**config.mk**
```make
export PLATFORM = sky130hd
export DESIGN_NAME = ftsr_state_reg
export DESIGN_NICKNAME = d
export VERILOG_FILES = /design/src/rtl/ftsr_pkg.sv /design/src/rtl/ftsr_encode.sv /design/src/rtl/ftsr_match.sv /design/src/rtl/ftsr_recover.sv /design/src/rtl/ftsr_state_reg.sv
export SDC_FILE = /design/constraint.sdc
export NUM_CORES = 1
export LEC_CHECK = 0
export CORE_MARGIN = 2
export CORE_UTILIZATION = 57
export CTS_BUF_LIST = sky130_fd_sc_hd__clkbuf_2
export CTS_CLUSTER_SIZE = 28
export DETAILED_ROUTE_END_ITERATION = 10
export PLACE_DENSITY = 0.79
export SETUP_SLACK_MARGIN = 0.2
export SLEW_MARGIN = 20
export SYNTH_ARGS = -nofsm -noshare
export SYNTH_HDL_FRONTEND = slang
export SYNTH_HIERARCHICAL = 1
export SYNTH_SLANG_ARGS = --single-unit
```
**constraint.sdc**
```tcl
create_clock -name clk -period 5.4 [get_ports clk]
set_input_delay 1.35 -clock clk [delete_from_list [all_inputs] [get_ports clk]]
set_output_delay 1.35 -clock clk [all_outputs]
set_load 0.01 [all_outputs]
```
**src/rtl/ftsr_pkg.sv**
```systemverilog
package ftsr_pkg;

    localparam int MAXW = 16;
    localparam int MAXN = 8;
    localparam int IDXW = $clog2(MAXN);

    typedef enum logic [1:0] {
        ENC_ONEHOT,
        ENC_BINARY,
        ENC_JOHNSON,
        ENC_GRAY
    } base_enc_e;

    typedef enum logic [1:0] {
        REC_CORRECT,
        REC_TO_RESET,
        REC_TO_POWERON,
        REC_TO_DEFAULT
    } recov_e;

    typedef logic [MAXW-1:0] word_t;

    // Result of comparing the stored word against every state codeword
    typedef struct packed {
        logic            valid;
        logic            near;
        logic [IDXW-1:0] exact_idx;
        logic [IDXW-1:0] near_idx;
    } match_t;

    // Decision for the current cycle
    typedef struct packed {
        logic [IDXW-1:0] cur;
        logic [IDXW-1:0] load;
        logic            err;
        logic            corr;
    } step_t;

    function automatic int idx_width(int n);
        return (n > 1) ? $clog2(n) : 1;
    endfunction

    function automatic int base_width(int n, base_enc_e e);
        int k;
        case (e)
            ENC_ONEHOT:  k = n;
            ENC_JOHNSON: k = (n + 1) / 2;
            default:     k = idx_width(n);
        endcase
        return k;
    endfunction

    function automatic int check_width(int k, recov_e p);
        int r;
        r = 1;
        if (p == REC_CORRECT) begin
            r = 2;
            while ((1 << r) < k + r + 1) r++;
        end
        return r;
    endfunction

    function automatic int cw_width(int n, base_enc_e e, recov_e p);
        return base_width(n, e) + check_width(base_width(n, e), p);
    endfunction

    // Parity-matrix column of data bit i: i-th value >= 3 that is not a power of two
    function automatic int hcol(int i);
        int c;
        int r;
        c = 0;
        r = 0;
        for (int v = 3; v < 64; v++) begin
            if (((v & (v - 1)) != 0) && (r == 0)) begin
                if (c == i) r = v;
                c++;
            end
        end
        return r;
    endfunction

    function automatic word_t base_code(int s, int n, base_enc_e e);
        word_t b;
        int    k;
        b = '0;
        k = base_width(n, e);
        case (e)
            ENC_ONEHOT: b[s] = 1'b1;
            ENC_BINARY: b = word_t'(s);
            ENC_GRAY:   b = word_t'(s ^ (s >> 1));
            default: begin
                if (s < k) b = word_t'((1 << s) - 1);
                else       b = word_t'(((1 << k) - 1) & ~((1 << (s - k)) - 1));
            end
        endcase
        return b;
    endfunction

    function automatic word_t codeword(int s, int n, base_enc_e e, recov_e p);
        word_t b;
        word_t chk;
        int    k;
        b   = base_code(s, n, e);
        k   = base_width(n, e);
        chk = '0;
        if (p == REC_CORRECT) begin
            for (int i = 0; i < MAXW; i++) begin
                if (i < k && b[i]) chk = chk ^ word_t'(hcol(i));
            end
        end else begin
            chk[0] = ^b;
        end
        return b | (chk << k);
    endfunction

endpackage

```
**src/rtl/ftsr_encode.sv**
```systemverilog
module ftsr_encode
    import ftsr_pkg::*;
#(
    parameter int        N     = 6,
    parameter base_enc_e ENC   = ENC_GRAY,
    parameter recov_e    POL   = REC_CORRECT,
    parameter int        RST_S = 0,
    parameter int        W     = 6
) (
    input  logic [IDXW-1:0] idx,
    output logic [W-1:0]    word
);

    logic [W-1:0] tbl [N];

    for (genvar s = 0; s < N; s++) begin : g_tbl
        localparam word_t FULL = codeword(s, N, ENC, POL);
        assign tbl[s] = FULL[W-1:0];
    end

    // Out-of-range index falls back to the reset codeword
    always_comb begin
        word = tbl[RST_S];
        for (int s = 0; s < N; s++) begin
            if (idx == IDXW'(s)) word = tbl[s];
        end
    end

endmodule

```
**src/rtl/ftsr_match.sv**
```systemverilog
module ftsr_match
    import ftsr_pkg::*;
#(
    parameter int        N   = 6,
    parameter base_enc_e ENC = ENC_GRAY,
    parameter recov_e    POL = REC_CORRECT,
    parameter int        W   = 6
) (
    input  logic [W-1:0] word,
    output match_t       m
);

    logic [N-1:0] hit;
    logic [N-1:0] near;

    for (genvar s = 0; s < N; s++) begin : g_cmp
        localparam word_t FULL = codeword(s, N, ENC, POL);
        assign hit[s]  = (word == FULL[W-1:0]);
        assign near[s] = ($countones(word ^ FULL[W-1:0]) == 1);
    end

    always_comb begin
        m = '0;
        for (int s = 0; s < N; s++) begin
            if (hit[s]) begin
                m.valid     = 1'b1;
                m.exact_idx = IDXW'(s);
            end
            if (near[s]) begin
                m.near     = 1'b1;
                m.near_idx = IDXW'(s);
            end
        end
    end

endmodule

```
**src/rtl/ftsr_recover.sv**
```systemverilog
module ftsr_recover
    import ftsr_pkg::*;
#(
    parameter recov_e POL   = REC_CORRECT,
    parameter int     RST_S = 0,
    parameter int     PWR_S = 0,
    parameter int     DEF_S = 0
) (
    input  match_t          m,
    input  logic [IDXW-1:0] next_idx,
    output step_t           st
);

    localparam int TGT = (POL == REC_TO_POWERON) ? PWR_S :
                         (POL == REC_TO_DEFAULT) ? DEF_S : RST_S;

    always_comb begin
        st.err  = !m.valid;
        st.corr = 1'b0;
        if (m.valid) begin
            st.cur  = m.exact_idx;
            st.load = next_idx;
        end else if (POL == REC_CORRECT && m.near) begin
            st.cur  = m.near_idx;
            st.load = next_idx;
            st.corr = 1'b1;
        end else begin
            st.cur  = IDXW'(TGT);
            st.load = IDXW'(TGT);
        end
    end

endmodule

```
**src/rtl/ftsr_state_reg.sv**
```systemverilog
module ftsr_state_reg
    import ftsr_pkg::*;
#(
    parameter int        N_STATES      = 6,
    parameter base_enc_e BASE_ENC      = ENC_GRAY,
    parameter recov_e    RECOVERY      = REC_CORRECT,
    parameter int        RESET_STATE   = 0,
    parameter int        POWERON_STATE = 0,
    parameter int        DEFAULT_STATE = 0,
    localparam int       IW            = idx_width(N_STATES),
    localparam int       W             = cw_width(N_STATES, BASE_ENC, RECOVERY)
) (
    input  logic          clk,
    input  logic          rst,
    input  logic [IW-1:0] next_idx,
    input  logic [W-1:0]  fault_mask,
    output logic [IW-1:0] cur_idx,
    output logic          err_pulse,
    output logic          corrected
);

    localparam word_t        RST_FULL = codeword(RESET_STATE, N_STATES, BASE_ENC, RECOVERY);
    localparam word_t        PWR_FULL = codeword(POWERON_STATE, N_STATES, BASE_ENC, RECOVERY);
    localparam logic [W-1:0] RST_WORD = RST_FULL[W-1:0];
    localparam logic [W-1:0] PWR_WORD = PWR_FULL[W-1:0];

    logic [W-1:0]    word_q = PWR_WORD;
    logic [W-1:0]    word_d;
    logic [IDXW-1:0] nxt_w;
    match_t          m;
    step_t           st;

    assign nxt_w = IDXW'(next_idx);

    ftsr_match #(
        .N   (N_STATES),
        .ENC (BASE_ENC),
        .POL (RECOVERY),
        .W   (W)
    ) u_match (
        .word (word_q),
        .m    (m)
    );

    ftsr_recover #(
        .POL   (RECOVERY),
        .RST_S (RESET_STATE),
        .PWR_S (POWERON_STATE),
        .DEF_S (DEFAULT_STATE)
    ) u_recover (
        .m        (m),
        .next_idx (nxt_w),
        .st       (st)
    );

    ftsr_encode #(
        .N     (N_STATES),
        .ENC   (BASE_ENC),
        .POL   (RECOVERY),
        .RST_S (RESET_STATE),
        .W     (W)
    ) u_encode (
        .idx  (st.load),
        .word (word_d)
    );

    always_ff @(posedge clk) begin
        if (rst) word_q <= RST_WORD;
        else     word_q <= word_d ^ fault_mask;
    end

    assign cur_idx   = IW'(st.cur);
    assign err_pulse = st.err;
    assign corrected = st.corr;

endmodule

```
==> flow_summary.ini <==
[run_status]
status = finished, final reports clean

[floorplanning]
core_sq_um = 1962
rows = 16
io_pins = 16
die-area_sq_um = 2447
start_util_pct = 60.08
die_w_um = 49.47
die_height_um = 49.47

[clock_tree]
holdBufCountCts = 0
cts_root_buf = clkbuf_2
cts_buffers = 3
worst_skew_pair.late_latency_ns = 0.21
clock-sinks = 6
clock_path_buffers = 2
clk_pin_slew_worst_paths_ns = 0.05
htreeDepth = 1
cts_tree = done

[final_layout]
diodes = 0
final_cell_area_sq_um = 1426
fin_nets = 206
post-route-util_pct = 72.70
largest_register_ffs = 6
top_regs = word_q x6
fill_cells = 161
area_delta_synth_final_pct = 21.02
largest-register = word_q
drive_gt1_share_pct = 11.54

[worst_setup_path]
cp.required_ns = 4.05
crit_arrival_ns = 3.73
start_kind = register
path_class = register to primary output
critical_path.most_common_cell = fa_1
path_delay_family = adder cells
path_cells = inv_1, fa_1, inv_1, fa_1, ha_1, fa_1, nor3b_1, or3_1, a311o_1, nor2b_2, a22o_1, dlygate4sd2_1
endpoint_kind = primary output
crit_fanout = 5
slowest_delay_ns = 0.53
cp_slowest_cell = fa_1
critPathBufInv = 3

[global_routing]
grt_max_degree = 9
grt_first_pass_wirelength_um = 4064
grt_pass1_vias = 1004
antenna_found_initial = 0
grt.overflow.total = 0
grtUsageTotal_pct = 22.05

[drt]
first_pass_iters = 6
wl_um = 2420
remaining_drc_errors = 0
wl_per_cell_um = 13.22
ant_nets = 0
vias = 962
drtIter0Drc = 9
viasPerCell = 5.257

[timing]
period_minus_slack_ns = 5.077
fmax_ghz = 0.1970
rsz0062_at_grt = false
timing.final.ws_setup_ns = 0.3227
tightest_slew_ns = 0.4080
finalHoldViolCount = 0
fin_crit_sh_pct = 94.02
slew_headroom_pct = 72.75
skew_ns = 0.0003827
totalNegativeSetupSlack_ns = 0
drv_slew = 0
setup_violations = 0

[logic_synthesis]
synth_largest_area_cell = fa_1
syn_area_sq_um = 1179
synth_area_leaders = fa_1 (29%), ha_1 (21%), dfxtp_1 (10%), inv_1 (9.6%), xnor2_1 (5.2%)
synth-simple-area-share_pct = 18.26
avgSynthCellArea_sq_um = 8.862
synthMuxAreaShare_pct = 0
synth_nets = 181
yosys.area_share.adder_pct = 50.11
synth_compound_area_share_pct = 6.688
synth_top_area_share_pct = 28.87
syn_inst = 133
synth_top_family_by_area = adder cells
ys_seq_area_share_pct = 10.19
yosysUniqueCellTypes = 24
synth_seq_cells = 6
ys_warn_count = 6
synthXorXnorAreaFrac_pct = 5.202

[placed_design]
place.gp.congestion = 0.8673
dpl_worst_slack_ns = 0.07164
portBuffers = 15
placed_area_sq_um = 1378
dpl.hpwl_um = 2152

[run]
drv_cap = 0

[min_path]
hp-class = input port to register
==> timing repair <==
action                                  CTS  global route
pin swaps                                 0             1
gates resized for setup                   5             7
endpoints found under the setup margin    4             3
setup buffers                             0             3
cloned                                    0             0
==> layout by cell type (no fill, tap or decap), types with 2 or more instances in the layout <==
cell type,Yosys,final
a21oi_1,2,2
and3_1,4,4
buf_4,0,5
clkbuf_2,0,3
clkdlybuf4s50_1,0,11
dfxtp_2,0,4
dlygate4sd2_1,0,4
fa_1,17,17
ha_1,20,20
inv_1,30,29
nand2_1,6,6
nand3_1,4,4
nor2_1,11,11
nor2b_1,5,5
o21ai_0,7,7
or3_1,2,2
or3b_1,2,2
xnor2_1,7,7
==> stage by stage <==
| stage | instances | hold WS, ns |
|---|---|---|
| after floorplan | 133 | 1.422 |
| after global placement | 177 | 1.730 |
| after detailed placement | 177 | 1.821 |
| after CTS | 180 | 1.774 |
| after global routing | 183 | 1.789 |
| final | 183 | 1.777 |
==> cells by family after synthesis <==
group                      after synthesis
adders and majority gates               37
xor gates and xnor gates                 7
and+or+nand+nor                         40
buffers and inverters                   30
DFF                                      6
AOI/OAI and AO/OA                       13
==> worst min-delay path, stage by stage <==
cell and delay [ns]:
clkdlybuf4s50_1 0.41, xnor2_1 0.15, nor2_1 0.04
==> worst paths after layout <==
kind / from / to / slack (ns) / cells past startpoint
max: word_q[2] / cur_idx[2] / 0.32 / 12
min: fault_mask[2] / word_q[2] / 1.78 / 3
max reg2reg: word_q[2] / word_q[0] / 1.08 / 16
min reg2reg: word_q[2] / word_q[4] / 1.78 / 9
==> cells in the mapped netlist (all sizes together) <==
cell type and n:
or3 2, nand2b 1, nor3b 1, nand4 1, ha 20, inv 30
nor2 11, fa 17, a311o 1, dfxtp 6, a22o 1, and3 5
nand2 6, xnor2 7, o21ai 7, nor2b 6, or3b 2, a31o 1
nand3 4, nor3 1, a31oi 1, a21oi 2
==> routing by layer <==
layer	wire, um	up-vias	global-route usage [%]	share of wire, %
met4	71	0	11.11	2.9
met5	0	-	0	0
met1	886	450	21.96	37
li1	-	466	-	-
met3	93	8	1.515	3.8
met2	1368	38	44.82	57
==> area by class of cell <==
class                   instances  area (sq um)  share of cell area [%]
multi-input cells              97         953.4                   66.84
well taps                      27         33.78                   2.368
clock buffers                   3         15.01                   1.053
flip-flops and latches          6         128.9                   9.035
repair buffers                 20         182.7                   12.81
inverters                      30         112.6                   7.895
Power is not shown: default switching activity piles up to over one toggle a cycle in this logic, so the estimate is an artifact.
